--- config.mk ---
export PLATFORM = sky130hd
export DESIGN_NAME = pattern_sense_matcher
export DESIGN_NICKNAME = d
export VERILOG_FILES = /design/src/rtl/psm_pkg.sv /design/src/rtl/psm_sense_cell.sv /design/src/rtl/psm_cfg_bank.sv /design/src/rtl/psm_group.sv /design/src/rtl/pattern_sense_matcher.sv
export SDC_FILE = /design/constraint.sdc
export NUM_CORES = 1
export LEC_CHECK = 0
export BUFFER_PORTS_ARGS = -buffer_cell sky130_fd_sc_hd__clkbuf_2
export CAP_MARGIN = 10
export CORE_AREA = 2 2 155 157
export CTS_CLUSTER_DIAMETER = 50
export DETAILED_ROUTE_END_ITERATION = 10
export DIE_AREA = 0 0 157 159
export PLACE_DENSITY = 0.78
export SETUP_SLACK_MARGIN = 0.2
export SYNTH_ARGS = -nofsm -noshare
export SYNTH_HDL_FRONTEND = slang
export SYNTH_HIERARCHICAL = 1
export SYNTH_SLANG_ARGS = --single-unit
--- constraint.sdc ---
create_clock -name clk -period 1.9 [get_ports clk]
set_input_delay 0.38 -clock clk [delete_from_list [all_inputs] [get_ports clk]]
set_output_delay 0.38 -clock clk [all_outputs]
set_load 0.01 [all_outputs]
--- src/rtl/psm_pkg.sv ---
package psm_pkg;
  localparam int FIELDS_PER_WORD = 8;
  localparam int FIELD_STRIDE    = 4;
  localparam int WORD_W          = 32;

  typedef enum logic [1:0] {
    SEL_OR_NEUTRAL  = 2'b00,
    SEL_AND_NEUTRAL = 2'b01,
    SEL_ACTIVE_LOW  = 2'b10,
    SEL_ACTIVE_HIGH = 2'b11
  } sel_code_e;
endpackage

--- src/rtl/psm_sense_cell.sv ---
module psm_sense_cell
  import psm_pkg::*;
(
  input  logic       sig,
  input  logic [1:0] code,
  output logic       and_c,
  output logic       or_c
);
  always_comb begin
    case (sel_code_e'(code))
      SEL_ACTIVE_HIGH: begin and_c = sig;  or_c = sig;  end
      SEL_ACTIVE_LOW:  begin and_c = !sig; or_c = !sig; end
      default:         begin and_c = 1'b1; or_c = 1'b0; end
    endcase
  end
endmodule

--- src/rtl/psm_cfg_bank.sv ---
module psm_cfg_bank
  import psm_pkg::*;
#(
  parameter int N_CFG  = 8,
  parameter int ADDR_W = 4
) (
  input  logic                           clk,
  input  logic                           rst,
  input  logic                           cfg_we,
  input  logic [ADDR_W-1:0]              cfg_addr,
  input  logic [WORD_W-1:0]              cfg_wdata,
  output logic [N_CFG-1:0][WORD_W-1:0]   cfg_q
);
  localparam int IDX_W = (N_CFG > 1) ? $clog2(N_CFG) : 1;
  localparam logic [ADDR_W-1:0] LAST_ADDR = ADDR_W'(N_CFG - 1);

  logic             hit;
  logic [IDX_W-1:0] idx;

  assign hit = cfg_we && (cfg_addr <= LAST_ADDR);
  assign idx = cfg_addr[IDX_W-1:0];

  always_ff @(posedge clk) begin
    if (rst) begin
      cfg_q <= '0;
    end else if (hit) begin
      cfg_q[idx] <= cfg_wdata;
    end
  end

  AST_WR_IGNORED: assert property (@(posedge clk) disable iff (rst)
    (cfg_we && (cfg_addr > LAST_ADDR)) |=> $stable(cfg_q));

  AST_WR_LANDS: assert property (@(posedge clk) disable iff (rst)
    hit |=> (cfg_q[$past(idx)] == $past(cfg_wdata)));
endmodule

--- src/rtl/psm_group.sv ---
module psm_group
  import psm_pkg::*;
#(
  parameter int N_SIG = 12,
  parameter int N_REG = 2
) (
  input  logic                          clk,
  input  logic                          rst,
  input  logic [N_REG-1:0][WORD_W-1:0]  cfg,
  input  logic [N_SIG-1:0]              sig,
  output logic                          and_q,
  output logic                          or_q
);
  localparam int N_POS = N_REG * FIELDS_PER_WORD;

  logic [N_POS-1:0] and_c;
  logic [N_POS-1:0] or_c;
  logic [N_POS-1:0] sense_en;
  logic             cfg_unused_bits;

  assign cfg_unused_bits = ^cfg;

  for (genvar p = 0; p < N_POS; p++) begin : g_pos
    if (p < N_SIG) begin : g_live
      localparam int W = p / FIELDS_PER_WORD;
      localparam int B = FIELD_STRIDE * (p % FIELDS_PER_WORD);
      psm_sense_cell u_cell (
        .sig   (sig[p]),
        .code  (cfg[W][B +: 2]),
        .and_c (and_c[p]),
        .or_c  (or_c[p])
      );
      assign sense_en[p] = cfg[W][B + 1];
    end else begin : g_pad
      assign and_c[p]    = 1'b1;
      assign or_c[p]     = 1'b0;
      assign sense_en[p] = 1'b0;
    end
  end

  always_ff @(posedge clk) begin
    if (rst) begin
      and_q <= 1'b0;
      or_q  <= 1'b0;
    end else begin
      and_q <= &and_c;
      or_q  <= |or_c;
    end
  end

  AST_CELL_CONTRIB: assert property (@(posedge clk) disable iff (rst)
    ((or_c & ~and_c) == '0));

  AST_OR_NEEDS_SENSE: assert property (@(posedge clk) disable iff (rst)
    or_q |-> $past(|sense_en));
endmodule

--- src/rtl/pattern_sense_matcher.sv ---
module pattern_sense_matcher
  import psm_pkg::*;
#(
  parameter int N_SIG = 12,
  parameter int N_GRP = 4,
  localparam int N_REG  = (N_SIG + FIELDS_PER_WORD - 1) / FIELDS_PER_WORD,
  localparam int N_CFG  = N_GRP * N_REG,
  localparam int ADDR_W = ((N_CFG > 1) ? $clog2(N_CFG) : 1) + 1
) (
  input  logic              clk,
  input  logic              rst,
  input  logic              cfg_we,
  input  logic [ADDR_W-1:0] cfg_addr,
  input  logic [31:0]       cfg_wdata,
  input  logic [N_SIG-1:0]  sig_in,
  output logic [N_GRP-1:0]  grp_and,
  output logic [N_GRP-1:0]  grp_or
);
  logic [N_CFG-1:0][WORD_W-1:0] cfg_q;

  psm_cfg_bank #(.N_CFG(N_CFG), .ADDR_W(ADDR_W)) u_bank (
    .clk       (clk),
    .rst       (rst),
    .cfg_we    (cfg_we),
    .cfg_addr  (cfg_addr),
    .cfg_wdata (cfg_wdata),
    .cfg_q     (cfg_q)
  );

  for (genvar g = 0; g < N_GRP; g++) begin : g_grp
    psm_group #(.N_SIG(N_SIG), .N_REG(N_REG)) u_group (
      .clk   (clk),
      .rst   (rst),
      .cfg   (cfg_q[g*N_REG +: N_REG]),
      .sig   (sig_in),
      .and_q (grp_and[g]),
      .or_q  (grp_or[g])
    );
  end

  AST_RST_CLEAR: assert property (@(posedge clk)
    rst |=> ((grp_and == '0) && (grp_or == '0)));
endmodule

==> metrics.yaml, run 1 <==
critical_path:
  r2r_slack_ns: 0.48
  crit_fanout: 2
  crit_arrival_ns: 1.62
  worstPathRequired_ns: 2.10
  startpoint: "u_bank/cfg_q[132]"
  rr_worst_depth: 4
  r2r_end: "g_grp[2].u_group/or_q"
  setup.worst_path.class: "reg -> reg"
  r2r-start: "u_bank/cfg_q[132]"
  cp-end-kind: "flip-flop"
  cp-start-kind: "flip-flop"
cts:
  cts_max_level: 3
  clockBufferDepth: 2
  cts_buffers: 9
  hold_buffers: 0
  postCtsResizedCells: 0
  path_clk_slew_ns: 0.07
  postCtsSetupBuffers: 0
  cts_tree: "built"
  cts_root_buf: "clkbuf_16"
  clkLatencyLatePin_ns: 0.34
  cts_sinks: 104
die:
  fp.dieH_um: 159
  row_count: 56
  initial_core_util_pct: 23.7
  die-area_sq_mm: 0.0250
  ioPinCount: 59
  core_region_area_sq_mm: 0.0232
  die_w_um: 157
sta:
  finalHoldViolations: 0
  fin_crit_ns: 1.42
  min_period_over_period_pct: 74.9
  skew_ns: 0.00659
  rsz0062_at_grt: "no"
  tightest_slew_ns: 0.554
  fmax_mhz: 703
  setup_tns_ns: 0
  relSlewSlack_pct: 63.1
  setup_violations: 0
  drv_slew: 0
worst_hold_path:
  min_path_type: "in -> reg"
  hold_depth: 3
  hold_start: "cfg_wdata[28]"
  whs_endpoint: "u_bank/cfg_q[220]"
synthesis:
  syn_area_per_cell_sq_um: 9.56
  synth_area_sq_mm: 0.00550
  syn_nets: 627
  ys_warn_count: 6
  synthCells: 576
detailed_routing:
  drtPass1Iterations: 4
  viasPerCell: 4.03
  drtIter0Drc: 238
  drcViolationCount: 0
  drt-total-wl_mm: 12.9
  vias: 3607
  drtAntennaViolNets: 0
  wl_per_cell_um: 14.4
global_routing:
  grt-ovfl-total: 0
  antenna_found_initial: 0
  grt_pass1_wl_mm: 20.0
  grt_usage_pct: 10.5
  grt_pass1_vias: 3605
  grt_max_degree: 41
final_layout:
  fin_cells: 894
  syn_to_final_growth_pct: 13.0
  n_fill_cell: 2420
  nets: 623
  drive_gt1_share_pct: 14.1
  n_antenna_cell: 0
  utilization_pct: 26.8
place:
  gp_congestion: 0.797
  place_hpwl_mm: 9.47
  io_buffers: 42
  place_inst: 880
pwr:
  ir_drop_uv: 386
  power_mw: 4.78
  power.density_mw_per_mm2: 768
  p_leak_nw: 2.72
outcome:
  outcome: "finished, final reports clean"
flow_run:
  maxCapViolations: 0
-- layout make-up --
cell class,count,area (sq um),area share [%]
clock inverter,3,90.1,1.45
sequential,104,2080,33.5
tap,319,399,6.42
timing repair buffer,54,338,5.43
clock buffer,11,253,4.06
multi-input combinational,403,3060,49.2
-- worst max path at each step --
stage	end	slack, ns	depth (start not counted)
floorplan	u_bank/cfg_q[0]	0.60	6
global placement	g_grp[2].u_group/or_q	0.27	5
detailed placement	g_grp[2].u_group/or_q	0.27	5
CTS	g_grp[2].u_group/or_q	0.50	4
global route	g_grp[3].u_group/or_q	0.31	4
finish	g_grp[2].u_group/or_q	0.48	4
-- per-layer routing --
| layer | vias up | share of wire, % | track usage, % |
|---|---|---|---|
| met1 | 1717 | 45 | 13.3 |
| met2 | 46 | 50 | 17.5 |
| li1 | 1831 | - | - |
| met5 | - | 0 | 0 |
| met4 | 0 | 1.6 | 2.96 |
| met3 | 13 | 4.0 | 2.48 |
-- cell usage in the layout, fill, tap and decap left out, types with 9 or more instances in the layout --
| master | instances |
|---|---|
| and2_1 | 49 |
| buf_4 | 9 |
| clkbuf_16 | 9 |
| clkbuf_2 | 42 |
| dfxtp_1 | 104 |
| mux2i_1 | 96 |
| nand2b_1 | 160 |
| nand4_1 | 9 |
| nor4_1 | 12 |
| xnor2_1 | 48 |
-- critical path, stage by stage (launching register included) --
cell and delay (ns):
dfxtp_1 0.33, xnor2_1 0.16, and2_1 0.17, nor4_1 0.49
a31oi_1 0.14
-- power by group --
part           switching (mW)  internal (mW)  total, mW
sequential             0.0214           2.22       2.24
clock                   0.784           1.35       2.13
combinational           0.214          0.194      0.409
-- flip-flops by register name, indices dropped and copies added (netlist names) --
| name | cells |
|---|---|
| g_grp.u_group/or_q | 4 |
| u_bank/cfg_q | 96 |
| g_grp.u_group/and_q | 4 |
-- metrics by stage --
step	hold WS (ns)	worst slack, ns	instance area, sq um
after floorplan	0.449	0.602	5500
after global placement	0.470	0.266	5880
after detailed placement	0.477	0.270	5880
after CTS	0.390	0.500	6220
after global routing	0.415	0.311	6220
final	0.389	0.477	6220
Note: power is estimated with default switching activity, not from simulation.
==> inputs of run 2 (changes only) <==
--- a/config.mk
+++ b/config.mk
@@ -11,7 +11,7 @@
 export CTS_CLUSTER_DIAMETER = 50
 export DETAILED_ROUTE_END_ITERATION = 10
 export DIE_AREA = 0 0 157 159
-export PLACE_DENSITY = 0.78
+export PLACE_DENSITY = 0.8
 export SETUP_SLACK_MARGIN = 0.2
 export SYNTH_ARGS = -nofsm -noshare
 export SYNTH_HDL_FRONTEND = slang
==> constraint.sdc (replaced) <==
create_clock -name clk -period 1.3 [get_ports clk]
set_input_delay 0.26 -clock clk [delete_from_list [all_inputs] [get_ports clk]]
set_output_delay 0.26 -clock clk [all_outputs]
set_load 0.01 [all_outputs]
==> run 2 against run 1 <==
Largest cell class unchanged. Critical endpoint unchanged. Final area rose by 9.2%. First-iteration DRC count grew 11%. Die area stayed put. Largest power group unchanged. Register-to-register slack got worse by 0.41 ns.
==> metrics.yaml, run 2 (same netlist as run 1, synthesis figures left out) <==
global_routing:
  grt_usage_pct: 10.9  # +0.43 points
  antenna_found_initial: 0  # unchanged
  grt_pass1_vias: 3945  # +9.4%
  grt_pass1_wl_mm: 20.9  # +4.3%
  grt-ovfl-total: 0  # unchanged
  grt_max_degree: 58  # +41%
cts:
  hold_buffers: 0  # unchanged
  cts_root_buf: "clkbuf_16"
  clockBufferDepth: 2  # unchanged
  cts_sinks: 104  # unchanged
  cts_buffers: 9  # unchanged
  cts_max_level: 3  # unchanged
  path_clk_slew_ns: 0.07  # about the same
  cts_tree: "built"
  clkLatencyLatePin_ns: 0.34  # about the same
detailed_routing:
  drtPass1Iterations: 4  # unchanged
  wl_per_cell_um: 14.8  # +3.2%
  drtIter0Drc: 264  # +11%
  drt-total-wl_mm: 13.5  # +5.1%
  drcViolationCount: 0  # unchanged
  vias: 3729  # +3.4%
  viasPerCell: 4.09  # +1.5%
  drtAntennaViolNets: 0  # unchanged
place:
  io_buffers: 42  # unchanged
  place_hpwl_mm: 9.74  # +2.9%
  gp_congestion: 0.811  # +1.8%
  place_area_sq_mm: 0.00606  # +3.1%
  pre_cts_slack_ns: -0.172  # -0.442 ns
  place_inst: 894  # +1.6%
die:
  core_region_area_sq_mm: 0.0232  # unchanged
  die-area_sq_mm: 0.0250  # unchanged
  ioPinCount: 59  # unchanged
  row_count: 56  # unchanged
  die_w_um: 157  # unchanged
  initial_core_util_pct: 23.7  # unchanged
  fp.dieH_um: 159  # unchanged
outcome:
  outcome: "finished, final reports clean"
final_layout:
  nets: 638  # +2.4%
  largest_reg_flops: 96  # unchanged
  utilization_pct: 29.3  # +2.5 points
  layout_common_cells: "nand2b_1 (156), mux2i_1 (96), dfxtp_1 (76)"
  final_common_cell: "nand2b_1"
  regMostFlops: "u_bank/cfg_q"
  n_antenna_cell: 0  # unchanged
  drive_gt1_share_pct: 29.7  # +16 points
  syn_to_final_growth_pct: 23.4
  stdcell_area_sq_mm: 0.00679  # +9.2%
  fin_cells: 911  # +1.9%
  largestRegisters: "u_bank/cfg_q: 96 flops, g_grp.u_group/and_q: 4 flops, g_grp.u_group/or_q: 4 flops"
sta:
  finalHoldViolations: 0  # unchanged
  holdWs_ns: 0.253  # -0.136 ns
  skew_ns: 0.00493  # -0.00166 ns
  tightest_slew_ns: 0.406  # -0.148 ns
  drv_slew: 0  # unchanged
  setup_slack_ns: 0.0688  # -0.408 ns
  relSlewSlack_pct: 73.0  # +9.9 points
  min_period_over_period_pct: 94.7  # +20 points
  setup_tns_ns: 0  # unchanged
  setup_violations: 0  # unchanged
  rsz0062_at_grt: "yes"
  fin_crit_ns: 1.23  # -0.192 ns
  fmax_mhz: 812  # +16%
worst_hold_path:
  min_path_type: "in -> reg"
critical_path:
  r2r_slack_ns: 0.07  # -0.41 ns
  crit_fanout: 2  # unchanged
  crit_arrival_ns: 1.45  # -0.17 ns
  cp-end-kind: "flip-flop"
  cp-start-kind: "flip-flop"
  setup.worst_path.class: "reg -> reg"
  worstPathRequired_ns: 1.52  # -0.58 ns
pwr:
  ir_drop_uv: 615  # +59%
  power.density_mw_per_mm2: 959  # +25%
  power_mw: 6.51  # +36%
  p_leak_nw: 3.02  # +11%
flow_run:
  maxCapViolations: 0  # unchanged
[run 2: per-layer routing]
metal | vias to the layer above | global-route usage [%] | wire length (um)
li1 | 1860 | - | -
met1 | 1798 | 13.2 | 5780
met2 | 48 | 18.6 | 6850
met3 | 23 | 2.23 | 471
met4 | 0 | 4.46 | 409
met5 | - | 0 | 0
[run 2: cell type report]
| type | instances | area [sq um] |
|---|---|---|
| repair buffers | 69 | 544 |
| flip-flops and latches | 104 | 2120 |
| clock buffers | 12 | 246 |
| fillers | 2345 | 16400 |
| multi-input cells | 403 | 3470 |
| well taps | 319 | 399 |
| clock inverters | 4 | 20.0 |
[run 2: power by group]
group / leakage, nW / internal, mW / total, mW / switching [mW]
clock: 0.136 / 1.34 / 2.50 / 1.16
sequential: 0.854 / 3.24 / 3.28 / 0.0377
combinational: 2.03 / 0.379 / 0.731 / 0.351
[run 2: worst paths after layout]
kind | start | cells past startpoint | end
max reg2reg | u_bank/cfg_q[132] | 5 | g_grp[2].u_group/or_q
min reg2reg | u_bank/cfg_q[208] | 2 | u_bank/cfg_q[208]
min | cfg_wdata[28] | 3 | u_bank/cfg_q[156]
max | u_bank/cfg_q[132] | 5 | g_grp[2].u_group/or_q
[run 2: worst max-delay path, stage by stage, from the launching register on]
cell	delay (ns)
dfxtp_2	0.34
xnor2_2	0.13
and2_4	0.15
nor4_4	0.25
buf_4	0.17
a31oi_4	0.07
[run 2: repair_timing]
item                       4_1_cts  5_1_grt
pin swaps                       50       25
setup endpoints to repair       10       12
resized for setup               47       44
buffers inserted                 0        1
==> inputs of run 3 (changes only) <==
--- a/config.mk
+++ b/config.mk
@@ -11,7 +11,7 @@
 export CTS_CLUSTER_DIAMETER = 50
 export DETAILED_ROUTE_END_ITERATION = 10
 export DIE_AREA = 0 0 157 159
-export PLACE_DENSITY = 0.8
+export PLACE_DENSITY = 0.68
 export SETUP_SLACK_MARGIN = 0.2
 export SYNTH_ARGS = -nofsm -noshare
 export SYNTH_HDL_FRONTEND = slang
==> run 3 against run 2 <==
Sequential cell count stayed put. Global-route usage hardly changed. Cell count increased by 0.44%. Routed wire length down 0.52%. Total power up 5.0%. Setup slack got worse by 0.017 ns. Register-to-register slack lost 0.02 ns. Critical path type unchanged. Critical endpoint is now g_grp[1].u_group/or_q.
==> metrics.yaml, run 3 (same netlist as run 1, synthesis figures left out) <==
outcome:
  outcome: "finished, final reports clean"
flow_run:
  maxCapViolations: 0  # unchanged
place:
  place_inst: 897  # +0.34%
  gp_congestion: 0.792  # -2.3%
  place_area_sq_mm: 0.00613  # +1.2%
  place_hpwl_mm: 9.68  # -0.64%
  io_buffers: 42  # unchanged
global_routing:
  grt_pass1_vias: 3861  # -2.1%
  antenna_found_initial: 1  # +1
  grt-ovfl-total: 0  # unchanged
  grt_pass1_wl_mm: 20.8  # -0.30%
  grt_max_degree: 37  # -36%
  grt_usage_pct: 10.9  # about the same
final_layout:
  stdcell_area_sq_mm: 0.00692  # +1.8%
  final_common_cell: "nand2b_1"
  syn_to_final_growth_pct: 25.7
  fin_cells: 915  # +0.44%
  largestRegisters: "u_bank/cfg_q: 96 flops, g_grp.u_group/and_q: 4 flops, g_grp.u_group/or_q: 4 flops"
  nets: 641  # +0.47%
  regMostFlops: "u_bank/cfg_q"
  layout_common_cells: "nand2b_1 (151), mux2i_1 (96), dfxtp_1 (77)"
  largest_reg_flops: 96  # unchanged
  utilization_pct: 29.8  # +0.53 points
  drive_gt1_share_pct: 30.8  # +1.0 points
detailed_routing:
  drtAntennaViolNets: 0  # unchanged
  wl_per_cell_um: 14.7  # -0.95%
  vias: 3721  # -0.21%
  drtPass1Iterations: 4  # unchanged
  viasPerCell: 4.07  # -0.65%
  drtIter0Drc: 194  # -27%
  drcViolationCount: 0  # unchanged
  drt-total-wl_mm: 13.4  # -0.52%
critical_path:
  cp-start-kind: "flip-flop"
  path_buf_inv: 1  # unchanged
  cpLargestDelayFamily: "simple AND/OR/NAND/NOR gates"
  crit_fanout: 2  # unchanged
  r2r_slack_ns: 0.05  # -0.02 ns
  path_cells: "xnor2_2 -> and2_1 -> nor4_2 -> buf_4 -> a31oi_4"
  cpPeakStageDelay_ns: 0.34  # about the same
  cp-end-kind: "flip-flop"
  crit_arrival_ns: 1.48  # +0.03 ns
  setup.worst_path.class: "reg -> reg"
  worstPathRequired_ns: 1.53  # about the same
  crit_slowest_cell: "dfxtp_2"
cts:
  cts_root_buf: "clkbuf_16"
  clockBufferDepth: 2  # unchanged
  cts_sinks: 104  # unchanged
  cts_max_level: 3  # unchanged
  cts_buffers: 9  # unchanged
  cts_tree: "built"
  path_clk_slew_ns: 0.07  # about the same
  clkLatencyLatePin_ns: 0.35  # about the same
die:
  ioPinCount: 59  # unchanged
  row_count: 56  # unchanged
  die_w_um: 157  # unchanged
  fp.dieH_um: 159  # unchanged
  core_region_area_sq_mm: 0.0232  # unchanged
  initial_core_util_pct: 23.7  # unchanged
  die-area_sq_mm: 0.0250  # unchanged
sta:
  setup_tns_ns: 0  # unchanged
  fmax_mhz: 801  # -1.4%
  tightest_slew_ns: 0.417  # +0.0111 ns
  rsz0062_at_grt: "yes"
  finalHoldViolations: 0  # unchanged
  relSlewSlack_pct: 72.2  # -0.74 points
  min_period_over_period_pct: 96.0  # +1.3 points
  setup_violations: 0  # unchanged
  fin_crit_ns: 1.25  # +0.0174 ns
  drv_slew: 0  # unchanged
  skew_ns: 0.00836  # +0.00343 ns
  holdWs_ns: 0.246  # -0.00707 ns
pwr:
  ir_drop_uv: 750  # +22%
  p_leak_nw: 3.07  # +1.7%
  power.density_mw_per_mm2: 989  # +3.2%
worst_hold_path:
  min_path_type: "in -> reg"
-- run 3: changes by cell type in the layout (fill, tap and decap cells not counted), moves of 4 or more --
| cell | delta |
|---|---|
| and2_1 | +4 |
| nand2b_4 | +5 |
| nor4_4 | -5 |
| and2_4 | -4 |
| xnor2_2 | +4 |
| nand2b_1 | -5 |
| xnor2_1 | -4 |
-- run 3: repair_timing --
action / CTS / global route
pin swaps: 32 / 27
buffers inserted: 1 / 0
setup endpoints to repair: 12 / 13
hold buffers: 0 / 0
resized for setup: 39 / 57
-- run 3: worst paths after layout --
check | startpoint | end | cells past startpoint
max | u_bank/cfg_q[68] | g_grp[1].u_group/or_q | 5
min | cfg_wdata[16] | u_bank/cfg_q[16] | 3
max reg2reg | u_bank/cfg_q[68] | g_grp[1].u_group/or_q | 5
min reg2reg | u_bank/cfg_q[81] | u_bank/cfg_q[81] | 2
-- run 3: layout make-up --
cell class,instances,area (sq um)
Clock buffer,10,239
Antenna cell,1,2.50
Timing Repair Buffer,72,617
Sequential cell,104,2120
Fill cell,2397,16300
Multi-Input combinational cell,403,3470
Tap cell,319,399
Clock inverter,6,67.6
-- run 3: tightest hold or removal path: cells and delay by family --
kind	cells	cell delay, ns
simple gates	1	0.13
mux	1	0.08
buf+inv	1	0.08
-- run 3: where the power goes --
part / total, mW / internal [mW] / switching [mW]
clock network: 2.79 / 1.55 / 1.24
registers: 3.28 / 3.24 / 0.0418
logic: 0.764 / 0.409 / 0.354
-- run 3: routing by layer --
| metal | global-route usage [%] | up-vias | part of all wire [%] |
|---|---|---|---|
| li1 | - | 1871 | - |
| met1 | 13.8 | 1779 | 44 |
| met2 | 18.7 | 65 | 50 |
| met3 | 2.64 | 6 | 5.1 |
| met4 | 2.42 | 0 | 0.93 |
| met5 | 0 | - | 0 |
-- run 3: through the flow --
stage               setup WS, ns  power, mW
CTS                       0.0572       6.87
global route             -0.0223       7.10
finish                    0.0514       6.84
detailed placement        -0.132       4.03
floorplan                  0.187       3.76
global placement          -0.120       4.02
